**config.mk**
```make
export PLATFORM = sky130hd
export DESIGN_NAME = sector_read_seq
export DESIGN_NICKNAME = d
export VERILOG_FILES = /design/src/rtl/srs_pkg.sv /design/src/rtl/srs_ctrl.sv /design/src/rtl/srs_datapath.sv /design/src/rtl/sector_read_seq.sv
export SDC_FILE = /design/constraint.sdc
export NUM_CORES = 1
export LEC_CHECK = 0
export BUFFER_PORTS_ARGS = -buffer_cell sky130_fd_sc_hd__buf_4
export CAP_MARGIN = 20
export CORE_UTILIZATION = 43
export CTS_CLUSTER_SIZE = 10
export DETAILED_ROUTE_END_ITERATION = 8
export HOLD_SLACK_MARGIN = 0.05
export PLACE_DENSITY = 0.74
export SYNTH_ARGS = -nofsm -noshare
export SYNTH_HDL_FRONTEND = slang
export SYNTH_SLANG_ARGS = --single-unit
```
**constraint.sdc**
```tcl
create_clock -name clk -period 2.4 [get_ports clk]
set_input_delay 0.48 -clock clk [delete_from_list [all_inputs] [get_ports clk]]
set_output_delay 0.48 -clock clk [all_outputs]
set_load 0.01 [all_outputs]
```
**src/rtl/srs_pkg.sv**
```systemverilog
package srs_pkg;

  typedef enum logic [1:0] {
    ST_IDLE   = 2'd0,
    ST_SYNC   = 2'd1,
    ST_SEARCH = 2'd2,
    ST_XFER   = 2'd3
  } seqState_t;

  // Strobes from control to datapath, one cycle each
  typedef struct packed {
    logic loadStart;  // capture first sector and count, clear byte count
    logic capHdr;     // copy header into status registers, raise ID flag
    logic byteTaken;  // one payload byte accepted
    logic sectorEnd;  // last byte of a sector accepted
    logic doneSet;    // raise the sector-done flag
  } seqCmd_t;

endpackage

```
**src/rtl/srs_ctrl.sv**
```systemverilog
module srs_ctrl
  import srs_pkg::*;
(
  input  logic      clk,
  input  logic      rstN,
  input  logic      startPulse,
  input  logic      stopPulse,
  input  logic      writeMode,
  input  logic      stepBusy,
  input  logic      syncStrobe,
  input  logic      hdrValid,
  input  logic      srcValid,
  input  logic      dmaReady,
  input  logic      hdrMatch,
  input  logic      lastByte,
  input  logic      lastSector,
  output seqCmd_t   cmd,
  output seqState_t state
);

  seqState_t nextState;

  always_comb begin
    nextState = state;
    cmd       = '0;
    if (stopPulse) begin
      nextState = ST_IDLE;
    end else begin
      unique case (state)
        ST_IDLE: begin
          if (startPulse && !writeMode && !stepBusy) begin
            nextState     = ST_SYNC;
            cmd.loadStart = 1'b1;
          end
        end
        ST_SYNC: begin
          if (syncStrobe) nextState = ST_SEARCH;
        end
        ST_SEARCH: begin
          if (hdrValid) begin
            cmd.capHdr = 1'b1;
            if (hdrMatch) nextState = ST_XFER;
          end
        end
        ST_XFER: begin
          if (srcValid && dmaReady) begin
            cmd.byteTaken = 1'b1;
            if (lastByte) begin
              cmd.sectorEnd = 1'b1;
              if (lastSector) begin
                nextState   = ST_IDLE;
                cmd.doneSet = 1'b1;
              end else begin
                nextState = ST_SEARCH;
              end
            end
          end
        end
        default: nextState = ST_IDLE;
      endcase
    end
  end

  always_ff @(posedge clk) begin
    if (!rstN) state <= ST_IDLE;
    else       state <= nextState;
  end

endmodule

```
**src/rtl/srs_datapath.sv**
```systemverilog
module srs_datapath
  import srs_pkg::*;
#(
  parameter int SECTOR_BYTES = 512,
  parameter int SEC_W        = 7,
  parameter int CNT_W        = 8
) (
  input  logic             clk,
  input  logic             rstN,
  input  seqCmd_t          cmd,
  input  logic [SEC_W-1:0] firstSector,
  input  logic [CNT_W-1:0] sectorCount,
  input  logic             hdrSide,
  input  logic [SEC_W-1:0] hdrTrack,
  input  logic [SEC_W-1:0] hdrSector,
  input  logic             irqClear,
  output logic             hdrMatch,
  output logic             lastByte,
  output logic             lastSector,
  output logic [SEC_W:0]   curTrack,
  output logic [SEC_W:0]   curSector,
  output logic             idReadFlag,
  output logic             sectorDoneFlag
);

  localparam int BYTE_CNT_W = (SECTOR_BYTES > 1) ? $clog2(SECTOR_BYTES) : 1;
  localparam logic [BYTE_CNT_W-1:0] LAST_BYTE = BYTE_CNT_W'(SECTOR_BYTES - 1);

  logic [SEC_W-1:0]      targetSec;
  logic [CNT_W-1:0]      remCount;
  logic [BYTE_CNT_W-1:0] byteCnt;

  assign hdrMatch   = (hdrSector == targetSec);
  assign lastByte   = (byteCnt == LAST_BYTE);
  assign lastSector = (remCount <= CNT_W'(1));

  always_ff @(posedge clk) begin
    if (!rstN) begin
      targetSec <= '0;
      remCount  <= '0;
      byteCnt   <= '0;
    end else if (cmd.loadStart) begin
      targetSec <= firstSector;
      remCount  <= sectorCount;
      byteCnt   <= '0;
    end else if (cmd.sectorEnd) begin
      targetSec <= targetSec + 1'b1;
      remCount  <= remCount - 1'b1;
      byteCnt   <= '0;
    end else if (cmd.byteTaken) begin
      byteCnt <= byteCnt + 1'b1;
    end
  end

  always_ff @(posedge clk) begin
    if (!rstN) begin
      curTrack  <= '0;
      curSector <= '0;
    end else if (cmd.capHdr) begin
      curTrack  <= {hdrSide, hdrTrack};
      curSector <= {1'b1, hdrSector};
    end
  end

  always_ff @(posedge clk) begin
    if (!rstN) begin
      idReadFlag     <= 1'b0;
      sectorDoneFlag <= 1'b0;
    end else begin
      if (cmd.capHdr)    idReadFlag <= 1'b1;
      else if (irqClear) idReadFlag <= 1'b0;
      if (cmd.doneSet)   sectorDoneFlag <= 1'b1;
      else if (irqClear) sectorDoneFlag <= 1'b0;
    end
  end

endmodule

```
**src/rtl/sector_read_seq.sv**
```systemverilog
module sector_read_seq
  import srs_pkg::*;
#(
  parameter int SECTOR_BYTES = 512,
  parameter int SEC_W        = 7,
  parameter int CNT_W        = 8,
  parameter int DATA_W       = 8
) (
  input  logic              clk,
  input  logic              rstN,
  input  logic              startPulse,
  input  logic              stopPulse,
  input  logic              writeMode,
  input  logic              stepBusy,
  input  logic [SEC_W-1:0]  firstSector,
  input  logic [CNT_W-1:0]  sectorCount,
  input  logic              syncStrobe,
  input  logic              hdrValid,
  input  logic              hdrSide,
  input  logic [SEC_W-1:0]  hdrTrack,
  input  logic [SEC_W-1:0]  hdrSector,
  input  logic              srcValid,
  input  logic [DATA_W-1:0] srcData,
  output logic              srcReady,
  output logic              dmaValid,
  output logic [DATA_W-1:0] dmaData,
  input  logic              dmaReady,
  input  logic              irqClear,
  output logic              busy,
  output logic [SEC_W:0]    curTrack,
  output logic [SEC_W:0]    curSector,
  output logic              idReadFlag,
  output logic              sectorDoneFlag
);

  seqCmd_t   seqCmd;
  seqState_t seqState;
  logic      hdrMatch;
  logic      lastByte;
  logic      lastSector;
  logic      xferOn;

  srs_ctrl u_ctrl (
    .clk        (clk),
    .rstN       (rstN),
    .startPulse (startPulse),
    .stopPulse  (stopPulse),
    .writeMode  (writeMode),
    .stepBusy   (stepBusy),
    .syncStrobe (syncStrobe),
    .hdrValid   (hdrValid),
    .srcValid   (srcValid),
    .dmaReady   (dmaReady),
    .hdrMatch   (hdrMatch),
    .lastByte   (lastByte),
    .lastSector (lastSector),
    .cmd        (seqCmd),
    .state      (seqState)
  );

  srs_datapath #(
    .SECTOR_BYTES (SECTOR_BYTES),
    .SEC_W        (SEC_W),
    .CNT_W        (CNT_W)
  ) u_datapath (
    .clk            (clk),
    .rstN           (rstN),
    .cmd            (seqCmd),
    .firstSector    (firstSector),
    .sectorCount    (sectorCount),
    .hdrSide        (hdrSide),
    .hdrTrack       (hdrTrack),
    .hdrSector      (hdrSector),
    .irqClear       (irqClear),
    .hdrMatch       (hdrMatch),
    .lastByte       (lastByte),
    .lastSector     (lastSector),
    .curTrack       (curTrack),
    .curSector      (curSector),
    .idReadFlag     (idReadFlag),
    .sectorDoneFlag (sectorDoneFlag)
  );

  assign xferOn   = (seqState == ST_XFER);
  assign busy     = (seqState != ST_IDLE);
  assign dmaValid = srcValid & xferOn;
  assign srcReady = dmaReady & xferOn;
  assign dmaData  = srcData;

endmodule

```
==> flow_summary.ini, run 1 <==
[global_route]
gr-total-overflow = 0
grt_start_max_net_pins = 31
grt_pass1_vias = 1790
antenna_found_initial = 0
grt.total_usage = 0.187
grt_pass1_wl_um = 7810

[placed_design]
dp_cells = 376
gp_congestion = 0.768
port_buffers = 61
place_hpwl_um = 3330

[clocking]
cts_sinks = 44
cts-hold-fix-buffers = 0
post-cts-setup-buffers = 0
numCtsBuffers = 5
clk_pin_slew_ps = 80
htree_levels = 2
clk_path_buf_depth = 2
post_cts_resized = 0
cts_tree = done
cts_root_buffer = clkbuf_8
clock_latency_ps = 290

[yosys]
synth.top_cells.by_area = dfxtp_1, xnor2_1, a21oi_1, nand2_1, o21ai_0
yosysUniqueCellTypes = 33
synth.avg_cell_area_um2 = 8.01
synth_most_common_cell = dfxtp_1
async_reset_ff_frac = 0
ys_top_cells_by_count = dfxtp_1, nand2_1, a21oi_1
synth_top_area_share = 0.410
syn_nets = 322
seq_area_frac_synth = 0.410
syn_area_um2 = 2150
synth_cells = 268
yosys_register_bits = 44
synth_edf_count = 0
synth_area_leader_cell = dfxtp_1
synthFlopType = dfxtp_1
ys_warn_count = 0

[critical_path]
cp.required_ps = 2570
crit_fanout = 9
crit_arrival_ps = 2240
start_kind = flip-flop
worstSetupPathType = flip-flop to flip-flop
worstSetupEndpointType = flip-flop

[sta]
min_period_over_period = 0.864
relSlewSlack = 0.589
drv_slew = 0
hold_viol = 0
setup_tns_ps = 0
worst_pin_slew_ps = 611
max_freq_mhz = 482
setup_viol = 0
rsz0062_at_grt = no
worst_clock_skew_ps = 3.99
min_period_ps = 2070

[finish]
instances_no_fill = 383
antenna_cells = 0
multi_input_area_um2 = 1120
seq_area_um2 = 881
area_growth_pct = 24.0
nNetsFinal = 370
n_fill_cell = 479
drive_gt1_frac = 0.225

[flow_run]
cap_violations = 0

[floorplanning]
core_um2 = 4750
rows = 25
start_util = 0.452
pin_count = 78
fp.dieH_um = 72.7
die_w_um = 72.7
die_area_um2 = 5280

[drt]
drtPass1Iterations = 5
drtIter0Drc = 141
routedWlPerCell_um = 12.2
wirelength_um = 4680
ant_nets = 0
via_per_inst = 5.06
vias = 1937
drcViolationCount = 0

[hold_path]
min_path_type = input port to flip-flop

[power_and_ir_drop]
pwr_density_cell_nw_per_um2 = 490
ir_worst_vdd_v = 0.000270
power_mw = 1.30
leakagePower_nw = 0.992

[status]
status = finished, final reports clean
[layer usage]
metal / vias to the layer above / track usage / part of all wire
met5: - / 0 / 0
met4: 0 / 0.0501 / 0.0098
met3: 7 / 0.0387 / 0.041
met2: 46 / 0.313 / 0.46
met1: 872 / 0.244 / 0.49
li1: 1012 / - / -
[worst max-delay path: stages (launching register included)]
cell,delay [ps]
dfxtp_1,380
ha_1,220
nand3_1,90
nor2_1,110
ha_1,170
nand3_1,250
nor2_1,160
buf_4,160
nand3b_1,310
nor2_1,100
[per-stage QoR]
stage / cell area, um^2 / worst slack [ps] / utilization / hold slack (ps)
4_1_cts: 2660 / 325 / 0.560 / 427
5_1_grt: 2660 / 80.7 / 0.560 / 429
3_5_place_dp: 2580 / 343 / 0.544 / 448
2_1_floorplan: 2150 / 476 / - / 458
6_report: 2660 / 326 / 0.560 / 430
3_3_place_gp: 2580 / 403 / 0.544 / 443
[state kept, by name (all words and copies together) (netlist names)]
signal                     count
u_ctrl.state                   2
u_datapath.byteCnt             9
u_datapath.curSector           8
u_datapath.curTrack            8
u_datapath.idReadFlag          1
u_datapath.remCount            8
u_datapath.sectorDoneFlag      1
u_datapath.targetSec           7
[report_power, final]
part           internal, mW  switching [mW]  leakage, nW
combinational        0.0690          0.0515        0.595
sequential            0.739          0.0123        0.355
clock                 0.198           0.235       0.0410
total                  1.01           0.299        0.992
[cell type report]
class / instances / area share
sequential: 44 / 0.331
multi-input combinational: 195 / 0.421
timing repair buffer: 63 / 0.178
tap: 67 / 0.0315
inverter: 7 / 0.00987
clock buffer: 6 / 0.0273
clock inverter: 1 / 0.00188
[kinds of logic (layout without fill, tap and decap cells)]
kind of cell | after synthesis | after routing | synth area share
AOI/OAI and AO/OA | 57 | 57 | 0.145
xor gates and xnor gates | 26 | 26 | 0.106
adders and majority gates | 5 | 5 | 0.0291
buffers and inverters | 29 | 77 | 0.0676
DFF | 44 | 44 | 0.410
muxes | 1 | 1 | 0.00466
and+or+nand+nor | 106 | 106 | 0.238
[placed cells by master, fill, tap and decap left out, drive strengths merged, types with 6 or more instances in the layout]
master   n
inv      7
nand3   13
buf     63
nor4     8
a21oi   32
clkbuf   6
o21ai   16
nand2   40
nor2    18
xnor2   21
nor3     6
dfxtp   44
[worst paths after layout]
path                            slack [ps]              startpoint  cells after the start                      to
worst max-delay path                   330   u_datapath.byteCnt[0]                      9   u_datapath.byteCnt[0]
worst min register to register         450  u_datapath.curTrack[1]                      2  u_datapath.curTrack[1]
worst max register to register         330   u_datapath.byteCnt[0]                      9   u_datapath.byteCnt[0]
worst min-delay path                   430             hdrTrack[0]                      3  u_datapath.curTrack[0]
Power figures use the tool's default switching activity.
==> run 2: changes to the inputs <==
Clock period 2.4 ns to 2.3 ns, I/O delays scaled along.
==> run 2 against run 1 <==
Against the previous run: sequential cell count did not move; sequential power up 4.4%; sequential share of layout area shrank 0.60 points; count of clock-buffer cells in the layout fell by 1; combinational power up 6%; critical path type unchanged; highest routed layer unchanged.
==> flow_summary.ini, run 2 (same netlist as run 1, synthesis figures left out) <==
[clocking]
cts-hold-fix-buffers = 0
clk_path_buf_depth = 2
post-cts-setup-buffers = 0
cts_sinks = 44
numCtsBuffers = 5
clk_pin_slew_ps = 90
cts_tree = done
htree_levels = 2
clock_latency_ps = 300
post_cts_resized = 0
cts_root_buffer = clkbuf_8

[critical_path]
crit_arrival_ps = 2310
cp_slowest_cell = or4_1
crit-reg2reg-launch = u_datapath.byteCnt[0]
reg2reg_depth = 8
path_cells = ha_1 > nand3_1 > nor2_1 > ha_1 > and3_1 > nand3_1 > or4_1 > a31oi_1
cpPeakStageDelay_ps = 400
crit_fanout = 7
worstSetupPathType = flip-flop to flip-flop
crit_family = simple AND/OR/NAND/NOR gates
start_kind = flip-flop
cp.required_ps = 2530
r2r_setup_slack_ps = 220
worstReg2RegEnd = u_datapath.remCount[7]
worstSetupEndpointType = flip-flop
critical_path_buf_inv_count = 0

[finish]
area_growth_pct = 26.3
seq_area_um2 = 881
final_common_cell = buf_4
nNetsFinal = 372
drive_gt1_frac = 0.235
antenna_cells = 0
final_cell_mix = buf_4, dfxtp_1, nand2_1
top_register = u_datapath.byteCnt
largest_reg_flops = 9
n_fill_cell = 491
multi_input_area_um2 = 1120

[floorplanning]
die_area_um2 = 5280
rows = 25
core_um2 = 4750
die_w_um = 72.7
start_util = 0.452
fp.dieH_um = 72.7
pin_count = 78

[sta]
rsz0062_at_grt = no
setup_tns_ps = 0
fin_hold_ws_ps = 399
relSlewSlack = 0.584
max_freq_mhz = 482
hold_viol = 0
setup_viol = 0
worst_pin_slew_ps = 623
drv_slew = 0
worst_clock_skew_ps = 11.1
min_period_over_period = 0.903
min_period_ps = 2080

[global_route]
grt_pass1_wl_um = 8110
grt.total_usage = 0.194
grt_pass1_vias = 1820
gr-total-overflow = 0
grt_start_max_net_pins = 21
antenna_found_initial = 0

[drt]
drcViolationCount = 0
drtIter0Drc = 152
vias = 1960
wirelength_um = 4820
drtPass1Iterations = 4
via_per_inst = 5.08
ant_nets = 0
routedWlPerCell_um = 12.5

[power_and_ir_drop]
pwr_density_cell_nw_per_um2 = 555
switchingPower_uw = 339
swShare = 0.225
combPwrFrac = 0.085
clockPowerShare = 0.394
leakagePower_nw = 1.01
power.internal_mw = 1.17
ir_worst_vdd_v = 0.000298
seq_power_share = 0.521

[hold_path]
hold_path_end = u_datapath.curTrack[0]
hold_path.startpoint = hdrTrack[0]
min_path_type = input port to flip-flop
hold_path_depth = 3

[status]
status = finished, final reports clean

[placed_design]
place_hpwl_um = 3580
gp_congestion = 0.788
port_buffers = 61

[flow_run]
cap_violations = 0
-- run 2: cell type report --
cell class	instances	area share
clock buffers	5	0.0254
clock inverters	3	0.0157
inverters	7	0.00969
multi-input cells	195	0.413
repair buffers	65	0.180
well taps	67	0.0309
flip-flops and latches	44	0.325
-- run 2: through the flow --
step           instances  worst slack [ps]  utilization  power [mW]  cell area, um^2
2_1_floorplan        268               376            -       0.870             2150
3_3_place_gp         378               347        0.547       0.928             2600
3_5_place_dp         378               270        0.547       0.930             2600
4_1_cts              386               246        0.570        1.52             2710
5_1_grt              386              72.9        0.570        1.57             2710
6_report             386               224        0.570        1.50             2710
-- run 2: worst max path at each step --
stage                                      from                      to  slack (ps)  cells after the start
after global placement    u_datapath.byteCnt[0]  u_datapath.remCount[7]         350                      8
after detailed placement  u_datapath.byteCnt[0]  u_datapath.remCount[7]         270                      8
final                     u_datapath.byteCnt[0]  u_datapath.remCount[7]         220                      8
after global routing      u_datapath.byteCnt[0]  u_datapath.remCount[7]          70                      8
after floorplan           u_datapath.byteCnt[0]  u_datapath.remCount[7]         380                      9
after CTS                 u_datapath.byteCnt[0]  u_datapath.remCount[7]         250                      8
-- run 2: metal layers --
layer | vias up | part of all wire | GRT usage
li1 | 1018 | - | -
met1 | 884 | 0.46 | 0.254
met2 | 49 | 0.47 | 0.318
met3 | 9 | 0.053 | 0.0483
met4 | 0 | 0.013 | 0.0566
met5 | - | 0 | 0
-- run 2: power by group through the flow --
stage / Clock, mW / Sequential (mW) / Combinational [mW]
6_report: 0.593 / 0.784 / 0.128
3_5_place_dp: 0 / 0.802 / 0.128
3_3_place_gp: 0 / 0.801 / 0.127
5_1_grt: 0.643 / 0.786 / 0.141
2_1_floorplan: 0 / 0.798 / 0.0717
4_1_cts: 0.609 / 0.784 / 0.129
-- run 2: worst reg2reg max path, delay by kind of cell (launching register included) --
family	cells	cell delay, ps
AND/OR/NAND/NOR	5	1060
AO/OA/AOI/OAI	1	160
flip-flops	1	380
adder cells (fa/ha/maj)	2	400
